$ cat src/rtl/i2c_shift_pkg.sv
package i2c_shift_pkg;
   function automatic int cnt_width(input int bits);
      return (bits <= 2) ? 1 : $clog2(bits);
   endfunction
endpackage

$ cat src/rtl/isr_bit_counter.sv
module isr_bit_counter #(
   parameter int DATA_W = 8,
   parameter int CNT_W  = i2c_shift_pkg::cnt_width(DATA_W)
) (
   input  logic             clk,
   input  logic             rst_n,
   input  logic             clr,
   input  logic             step,
   output logic [CNT_W-1:0] count,
   output logic             idle,
   output logic             done
);
   localparam logic [CNT_W-1:0] LAST = CNT_W'(DATA_W - 1);

   logic wrap;
   assign wrap = (count == LAST);
   assign idle = (count == '0);

   always_ff @(posedge clk) begin
      if (!rst_n) begin
         count <= '0;
         done  <= 1'b0;
      end else if (clr) begin
         count <= '0;
         done  <= 1'b0;
      end else if (step) begin
         count <= wrap ? '0 : count + 1'b1;
         done  <= wrap;
      end
   end

   a_r8_count_bounded: assert property (@(posedge clk) disable iff (!rst_n)
      count <= LAST);
   a_r5_done_on_step: assert property (@(posedge clk) disable iff (!rst_n)
      $rose(done) |-> $past(step) && !$past(clr));
endmodule

$ cat src/rtl/isr_shift_reg.sv
module isr_shift_reg #(
   parameter int          DATA_W    = 8,
   parameter logic [DATA_W-1:0] RST_VAL = '1
) (
   input  logic              clk,
   input  logic              rst_n,
   input  logic              load,
   input  logic [DATA_W-1:0] load_val,
   input  logic              shift,
   input  logic              ser_in,
   output logic [DATA_W-1:0] q
);
   always_ff @(posedge clk) begin
      if (!rst_n)
         q <= RST_VAL;
      else if (load)
         q <= load_val;
      else if (shift)
         q <= {q[DATA_W-2:0], ser_in};
   end

   a_r3_shift_left: assert property (@(posedge clk) disable iff (!rst_n)
      shift && !load |=> q[DATA_W-1:1] == $past(q[DATA_W-2:0]) && q[0] == $past(ser_in));
   a_r10_load_wins: assert property (@(posedge clk) disable iff (!rst_n)
      load |=> q == $past(load_val));
endmodule

$ cat src/rtl/isr_arb_detect.sv
module isr_arb_detect #(
   parameter bit ARB_EN = 1'b1
) (
   input  logic clk,
   input  logic rst_n,
   input  logic clr,
   input  logic shift,
   input  logic tx_mode,
   input  logic own_bit,
   input  logic bus_bit,
   output logic lost
);
   generate
      if (ARB_EN) begin : g_arb
         logic lost_q;
         always_ff @(posedge clk) begin
            if (!rst_n)
               lost_q <= 1'b0;
            else if (clr)
               lost_q <= 1'b0;
            else if (shift && tx_mode && own_bit && !bus_bit)
               lost_q <= 1'b1;
         end
         assign lost = lost_q;

         a_r7_lost_cause: assert property (@(posedge clk) disable iff (!rst_n)
            $rose(lost) |-> $past(shift) && !$past(bus_bit) && $past(tx_mode));
         a_r7_lost_sticky: assert property (@(posedge clk) disable iff (!rst_n)
            lost && !clr |=> lost);
      end else begin : g_no_arb
         assign lost = 1'b0;
      end
   endgenerate
endmodule

$ cat src/rtl/i2c_byte_shifter.sv
module i2c_byte_shifter #(
   parameter int DATA_W = 8,
   parameter bit ARB_EN = 1'b1
) (
   input  logic              clk,
   input  logic              rst_n,
   input  logic              load_en,
   input  logic [DATA_W-1:0] load_data,
   output logic [DATA_W-1:0] rd_data,
   input  logic              start_det,
   input  logic              shift_en,
   input  logic              sda_in,
   input  logic              tx_mode,
   output logic              sda_drive,
   output logic              arb_lost,
   output logic              byte_done
);
   localparam int CNT_W = i2c_shift_pkg::cnt_width(DATA_W);

   generate
      if (DATA_W < 2) begin : g_bad_width
         $error("DATA_W must be at least 2");
      end
   endgenerate

   logic             idle;
   logic             load_ok;
   logic             shift_ok;
   logic [CNT_W-1:0] count;

   assign load_ok  = load_en && idle;
   assign shift_ok = shift_en && !start_det && !load_ok;

   isr_bit_counter #(.DATA_W(DATA_W), .CNT_W(CNT_W)) u_cnt (
      .clk(clk), .rst_n(rst_n),
      .clr(load_ok || start_det), .step(shift_ok),
      .count(count), .idle(idle), .done(byte_done)
   );

   isr_shift_reg #(.DATA_W(DATA_W), .RST_VAL('1)) u_sr (
      .clk(clk), .rst_n(rst_n),
      .load(load_ok), .load_val(load_data),
      .shift(shift_ok), .ser_in(sda_in), .q(rd_data)
   );

   isr_arb_detect #(.ARB_EN(ARB_EN)) u_arb (
      .clk(clk), .rst_n(rst_n),
      .clr(load_ok || start_det), .shift(shift_ok && !arb_lost),
      .tx_mode(tx_mode), .own_bit(rd_data[DATA_W-1]), .bus_bit(sda_in),
      .lost(arb_lost)
   );

   assign sda_drive = rd_data[DATA_W-1] || arb_lost || !tx_mode;

   a_r8_busy_load_ignored: assert property (@(posedge clk) disable iff (!rst_n)
      load_en && !idle && !shift_en && !start_det |=> $stable(rd_data));
   a_r9_start_clears: assert property (@(posedge clk) disable iff (!rst_n)
      start_det |=> !byte_done && !arb_lost && idle);
   a_r6_released_when_lost: assert property (@(posedge clk) disable iff (!rst_n)
      arb_lost |-> sda_drive);
endmodule

$ cat config.mk
export PLATFORM = sky130hd
export DESIGN_NAME = i2c_byte_shifter
export DESIGN_NICKNAME = d
export VERILOG_FILES = /design/src/rtl/i2c_shift_pkg.sv /design/src/rtl/isr_bit_counter.sv /design/src/rtl/isr_shift_reg.sv /design/src/rtl/isr_arb_detect.sv /design/src/rtl/i2c_byte_shifter.sv
export SDC_FILE = /design/constraint.sdc
export NUM_CORES = 1
export LEC_CHECK = 0
export BUFFER_PORTS_ARGS = -buffer_cell sky130_fd_sc_hd__buf_4
export CAP_MARGIN = 5
export CORE_MARGIN = 8
export CORE_UTILIZATION = 46
export DETAILED_ROUTE_END_ITERATION = 8
export MAX_ROUTING_LAYER = met4
export PLACE_DENSITY_LB_ADDON = 0.3
export SLEW_MARGIN = 20
export SYNTH_ARGS = -nofsm -noshare
export SYNTH_HDL_FRONTEND = slang
export SYNTH_HIERARCHICAL = 1
export SYNTH_SLANG_ARGS = --single-unit
$ cat constraint.sdc
create_clock -name clk -period 2.2 [get_ports clk]
set_input_delay 0.22 -clock clk [delete_from_list [all_inputs] [get_ports clk]]
set_output_delay 0.22 -clock clk [all_outputs]
set_load 0.01 [all_outputs]
==> results of run 1 <==
per-stage QoR:
stage	power, µW	instances	worst slack, ps
floorplan	305	66	371
global placement	350	108	365
detailed placement	352	108	316
CTS	498	112	302
global route	514	112	158
finish	491	112	291
cell families after synthesis:
logic type	Yosys count	synth area share, %
AND/OR/NAND/NOR	24	27.9
flip-flops	13	37.1
multiplexers	11	15.7
AO/OA/AOI/OAI	10	9.64
buffers and inverters	5	4.29
adder cells (fa/ha/maj)	3	5.36
cells in the mapped netlist:
master     number
a21oi_1         7
a21oi_2         2
a2bb2oi_2       1
and2_4          1
and3b_2         7
buf_4           1
buf_6           1
dfxtp_1        13
ha_1            3
inv_1           3
mux2i_1        11
nand2_1         2
nand2b_1        3
nand4b_1        1
nor2_1          4
nor2b_1         1
nor2b_2         1
nor3b_2         1
nor4b_4         1
or2_1           1
or3b_1          1
where the power goes:
part / switching, µW / internal (µW) / leakage [µW]
clock: 75.0 / 70.1 / 0.0000150
sequential: 8.84 / 245 / 0.000107
combinational: 38.0 / 54.3 / 0.000290
total: 122 / 370 / 0.000411
cell type report:
| cell class | instances | area, µm² |
|---|---|---|
| fill | 130 | 533 |
| timing repair buffer | 28 | 210 |
| clock buffer | 4 | 26.3 |
| tap | 16 | 20.0 |
| sequential | 13 | 260 |
| inverter | 3 | 11.3 |
| multi-input combinational | 48 | 410 |
per-layer routing:
metal	vias up	GRT usage (%)	routed length, µm
met5	-	-	0
met4	0	4.80	10
met3	2	2.41	106
met2	19	19.1	749
met1	278	12.8	711
li1	294	-	-
path summary, 6_finish.rpt:
check	slack [ps]	depth (start not counted)	endpoint	startpoint
hold reg to reg	520	2	u_arb/lost$_SDFFE_PP0P_	u_arb/lost$_SDFFE_PP0P_
setup / recovery	290	8	u_sr/q[5]$_SDFFE_PN1P_	u_cnt/count[0]$_SDFFE_PP0P_
hold / removal	180	2	u_sr/q[5]$_SDFFE_PN1P_	load_data[5]
setup reg to reg	290	8	u_sr/q[5]$_SDFFE_PN1P_	u_cnt/count[0]$_SDFFE_PP0P_
state kept, by name (all words and copies together) (netlist names):
name,count
u_sr/q,8
u_cnt/count,3
u_arb/lost,1
u_cnt/done,1
worst register-to-register path, cell delays in order, from the launching register on:
cell	delay [ps]
dfxtp_1	380
inv_1	60
ha_1	180
nor2b_1	120
and2_4	180
nor3b_2	330
buf_4	220
mux2i_1	250
a2bb2oi_2	80
==> flow_metrics.tcl, run 1 <==
set metrics [dict create \
    antenna_found_initial 0 \
    grt_overflow 0 \
    irDropWorstVdd_uv 448 \
    grt_pass1_wl_um 2470 \
    setup.worst_path.class "flop to flop" \
    initial_core_util_pct 47.6 \
    cts_buffer_depth 2 \
    maxSlewHeadroom_pct 74.5 \
    clkSinkCount 13 \
    fin_tns_setup_ps 0 \
    drtIter0Drc 8 \
    cpLargestDelayFamily "simple AND/OR/NAND/NOR gates" \
    drtAntennaViolNets 0 \
    path_max_fanout 12 \
    grt_pass1_vias 592 \
    setup_viol 0 \
    holdWs_ps 181 \
    hold_buffers 0 \
    final_common_cell "buf_4" \
    synthToLayoutAreaGrowth_pct 33.9 \
    startpoint_type "flop" \
    drive_above_1_share_pct 46.9 \
    cts_tree "built" \
    hold_path_class "primary input to flop" \
    path_clk_slew_ps 80 \
    arrival_ps 2060 \
    yosysWarnings 6 \
    via_per_inst 5.29 \
    yosysTopAreaCellShare_pct 37.1 \
    antenna_cells 0 \
    hold_viol_final 0 \
    hpwl_um 1220 \
    drcViolationCount 0 \
    synth_nets 84 \
    cp_cell_sequence "inv_1, ha_1, nor2b_1, and2_4, nor3b_2, buf_4, mux2i_1, a2bb2oi_2" \
    dr.pass1.iters 4 \
    mostFrequentLayoutCells "buf_4 (28), dfxtp_1 (13), mux2i_1 (11)" \
    cp_slowest_stage_delay_ps 380 \
    worst_slew_pin_slew_ps 381 \
    dr_total_vias 593 \
    ys_ff_latch 13 \
    layout.nets 115 \
    endpoint_kind "flop" \
    stdcell_area_um2 938 \
    p_leak_uw 0.000411 \
    max_cap_viol_count 0 \
    ys_seq_area_share_pct 37.1 \
    die_width_um 55.0 \
    io_buffers 25 \
    num_rows 14 \
    pwr_density_cell_nw_per_um2 524 \
    timing.final.max_slew_violations 0 \
    syn_area_um2 701 \
    cp_slowest_cell "dfxtp_1" \
    io_pins 26 \
    postLayoutCoreUtil_pct 63.8 \
    avgSynthCellArea_um2 10.6 \
    dpl-instance-area_um2 912 \
    rsz0062_at_grt "false" \
    clkLatencyLatePin_ps 270 \
    cts-resized-gates 0 \
    ys_top_cells_by_area "dfxtp_1 (37%), mux2i_1 (16%), and3b_2 (10%)" \
    grt_max_degree 13 \
    wl_per_cell_um 14.1 \
    htreeDepth 1 \
    worst-endpoint-required_ps 2350 \
    die_area_um2 3030 \
    finalClockSkew_ps 4.73 \
    yosys.area.top_type "dfxtp_1" \
    critPathBufInv 2 \
    period_needed_ps 1910 \
    core_area_um2 1470 \
    post_cts_buffers 0 \
    numCtsBuffers 3 \
    dieHeight_um 55.0 \
    drt_wl_total_um 1580 \
    min_period_over_period_pct 86.8 \
    netlist_instances 66 \
    fmaxAchievable_ghz 0.524 \
    cts-root-buf "clkbuf_4" \
    globalRouteTotalUtil_pct 11.4 \
    gp_congestion 0.814 \
    ys_types 21 \
    status "complete, no violations" \
]
(Power assumes the default switching activity.)
==> run 2: changes to the inputs <==
PLACE_DENSITY = 0.76   (was unset)
PLACE_DENSITY_LB_ADDON = unset   (was 0.3)
TNS_END_PERCENT = 50   (was unset)
==> run 2 against run 1 <==
  * Register-to-register slack improved by 80 ps
  * Combinational power fell by 2.6%
  * Count of clock-buffer cells in the layout is the same
  * Cell count shrank 0.89%
  * Maximum frequency rose by 4.2%
  * Flip-flop and latch count stayed put
  * Worst hold slack got worse by 11 ps
  * Cell area is 0.80% lower
  * Global-route usage decreased by 0.31 points
  * Critical endpoint is now u_cnt/count[0]$_SDFFE_PP0P_
  * Routed wire length down 7.7%
  * Highest routed layer unchanged
  * Worst setup slack gained 77 ps
==> flow_metrics.tcl, run 2 (synthesis gave the netlist of run 1 again) <==
set metrics [dict create \
    grt_pass1_wl_um 2410 \
    grt_overflow 0 \
    intPower_uw 369 \
    max_cap_viol_count 0 \
    switchingPower_uw 121 \
    numCtsBuffers 3 \
    crit_start "u_cnt/count[0]$_SDFFE_PP0P_" \
    cts-root-buf "clkbuf_4" \
    cpLargestDelayFamily "simple AND/OR/NAND/NOR gates" \
    cts_tree "built" \
    dp.cells 107 \
    setup.worst_path.class "flop to flop" \
    fmaxAchievable_ghz 0.546 \
    drcViolationCount 0 \
    io_pins 26 \
    cts_buffer_depth 2 \
    startpoint_type "flop" \
    io_buffers 25 \
    grt_pass1_vias 558 \
    fillers 130 \
    dieHeight_um 55.0 \
    antenna_found_initial 0 \
    die_width_um 55.0 \
    period_needed_ps 1830 \
    min_period_over_period_pct 83.3 \
    critPathBufInv 2 \
    hpwl_um 1200 \
    rr_startpoint "u_cnt/count[0]$_SDFFE_PP0P_" \
    path_max_fanout 12 \
    timing.final.max_slew_violations 0 \
    irDropWorstVdd_uv 303 \
    dr.pass1.iters 4 \
    switching_share_pct 24.7 \
    cts-resized-gates 0 \
    reg2reg_to "u_cnt/count[0]$_SDFFE_PP0P_" \
    largest_register_ffs 8 \
    rsz0062_at_grt "false" \
    critPathCapture "u_cnt/count[0]$_SDFFE_PP0P_" \
    clkSinkCount 13 \
    synthToLayoutAreaGrowth_pct 32.9 \
    cp_cell_sequence "inv_1, ha_1, nor2b_1, and2_4, nor3b_2, buf_4, or3b_1, a21oi_2" \
    clkLatencyLatePin_ps 270 \
    reg.largest.list "u_sr/q x8, u_cnt/count x3" \
    endpoint_kind "flop" \
    drt_wl_total_um 1460 \
    antenna_cells 0 \
    finalClockSkew_ps 3.91 \
    cp_num_cells 8 \
    setup_viol 0 \
    hold_buffers 0 \
    dr_total_vias 564 \
    initial_core_util_pct 47.6 \
    drive_above_1_share_pct 46.3 \
    maxSlewHeadroom_pct 75.2 \
    reg2regPathDepth 8 \
    hold_path_class "primary input to flop" \
    grt_max_degree 13 \
    cp_slowest_cell "dfxtp_1" \
    stdcell_count 111 \
    via_per_inst 5.08 \
    hold_viol_final 0 \
    p_leak_uw 0.000406 \
    pwr_density_cell_nw_per_um2 526 \
    post_cts_buffers 0 \
    clock_power_share_pct 30.0 \
    combPwrFrac_pct 18.3 \
    num_rows 14 \
    regMostFlops "u_sr/q" \
    die_area_um2 3030 \
    worst_slew_pin_slew_ps 371 \
    mostFrequentLayoutCells "buf_4 (27), dfxtp_1 (13), mux2i_1 (11)" \
    cp_slowest_stage_delay_ps 380 \
    core_area_um2 1470 \
    layout.nets 114 \
    drtIter0Drc 5 \
    wl_per_cell_um 13.1 \
    arrival_ps 2040 \
    status "complete, no violations" \
    fin_tns_setup_ps 0 \
    drtAntennaViolNets 0 \
    final_common_cell "buf_4" \
    p_seq_share_pct 51.6 \
    htreeDepth 1 \
    gp_congestion 0.786 \
    r2r_setup_slack_ps 370 \
    worst-endpoint-required_ps 2410 \
    globalRouteTotalUtil_pct 11.1 \
    postLayoutCoreUtil_pct 63.3 \
    path_clk_slew_ps 80 \
]
==> run 2: cell count changes in the layout (fill, tap and decap cells not counted) <==
cell   delta
buf_4     -1
==> run 2: stage by stage <==
stage,hold slack (ps),cell area [µm²],worst slack (ps),power [µW]
after floorplan,349,701,371,305
after global placement,449,905,450,348
after detailed placement,453,905,388,350
after CTS,162,931,363,496
after global routing,158,931,209,521
final,170,931,368,490
==> run 2: worst min path at each step <==
stage | cells past startpoint | slack (ps) | to | start
finish | 2 | 170 | u_sr/q[5]$_SDFFE_PN1P_ | load_data[5]
global route | 2 | 160 | u_sr/q[5]$_SDFFE_PN1P_ | load_data[5]
CTS | 2 | 160 | u_sr/q[5]$_SDFFE_PN1P_ | load_data[5]
detailed placement | 2 | 450 | u_sr/q[5]$_SDFFE_PN1P_ | load_data[5]
global placement | 2 | 450 | u_sr/q[5]$_SDFFE_PN1P_ | load_data[5]
floorplan | 2 | 350 | u_arb/lost$_SDFFE_PP0P_ | rst_n
==> run 2: layout make-up <==
cell class              count  area [µm²]  area share [%]
clock buffers               4        26.3            2.82
flip-flops and latches     13         260            28.0
repair buffers             27         203            21.8
inverters                   3        11.3            1.21
multi-input cells          48         410            44.1
well taps                  16        20.0            2.15
==> run 2: worst reg2reg max path, delay by kind of cell (launching register included) <==
family          cells  cell delay (ps)
simple gates        4              880
fa+ha+maj           1              180
buf+inv             2              240
flops               1              380
compound gates      1              110
==> run 2: layer usage <==
metal  GRT usage, %  vias up  share of wire [%]
li1               -      293                  -
met1           11.8      257                 40
met2           19.1       12                 52
met3           1.87        2                6.6
met4           6.00        0                1.3
met5              -        -                  0
==> run 2: power by group through the flow <==
stage / registers [µW] / clock network [µW] / logic (µW)
2_1_floorplan: 262 / 0 / 43.3
3_3_place_gp: 258 / 0 / 89.3
3_5_place_dp: 259 / 0 / 90.8
4_1_cts: 253 / 152 / 90.9
5_1_grt: 255 / 169 / 97.2
6_report: 253 / 147 / 89.8
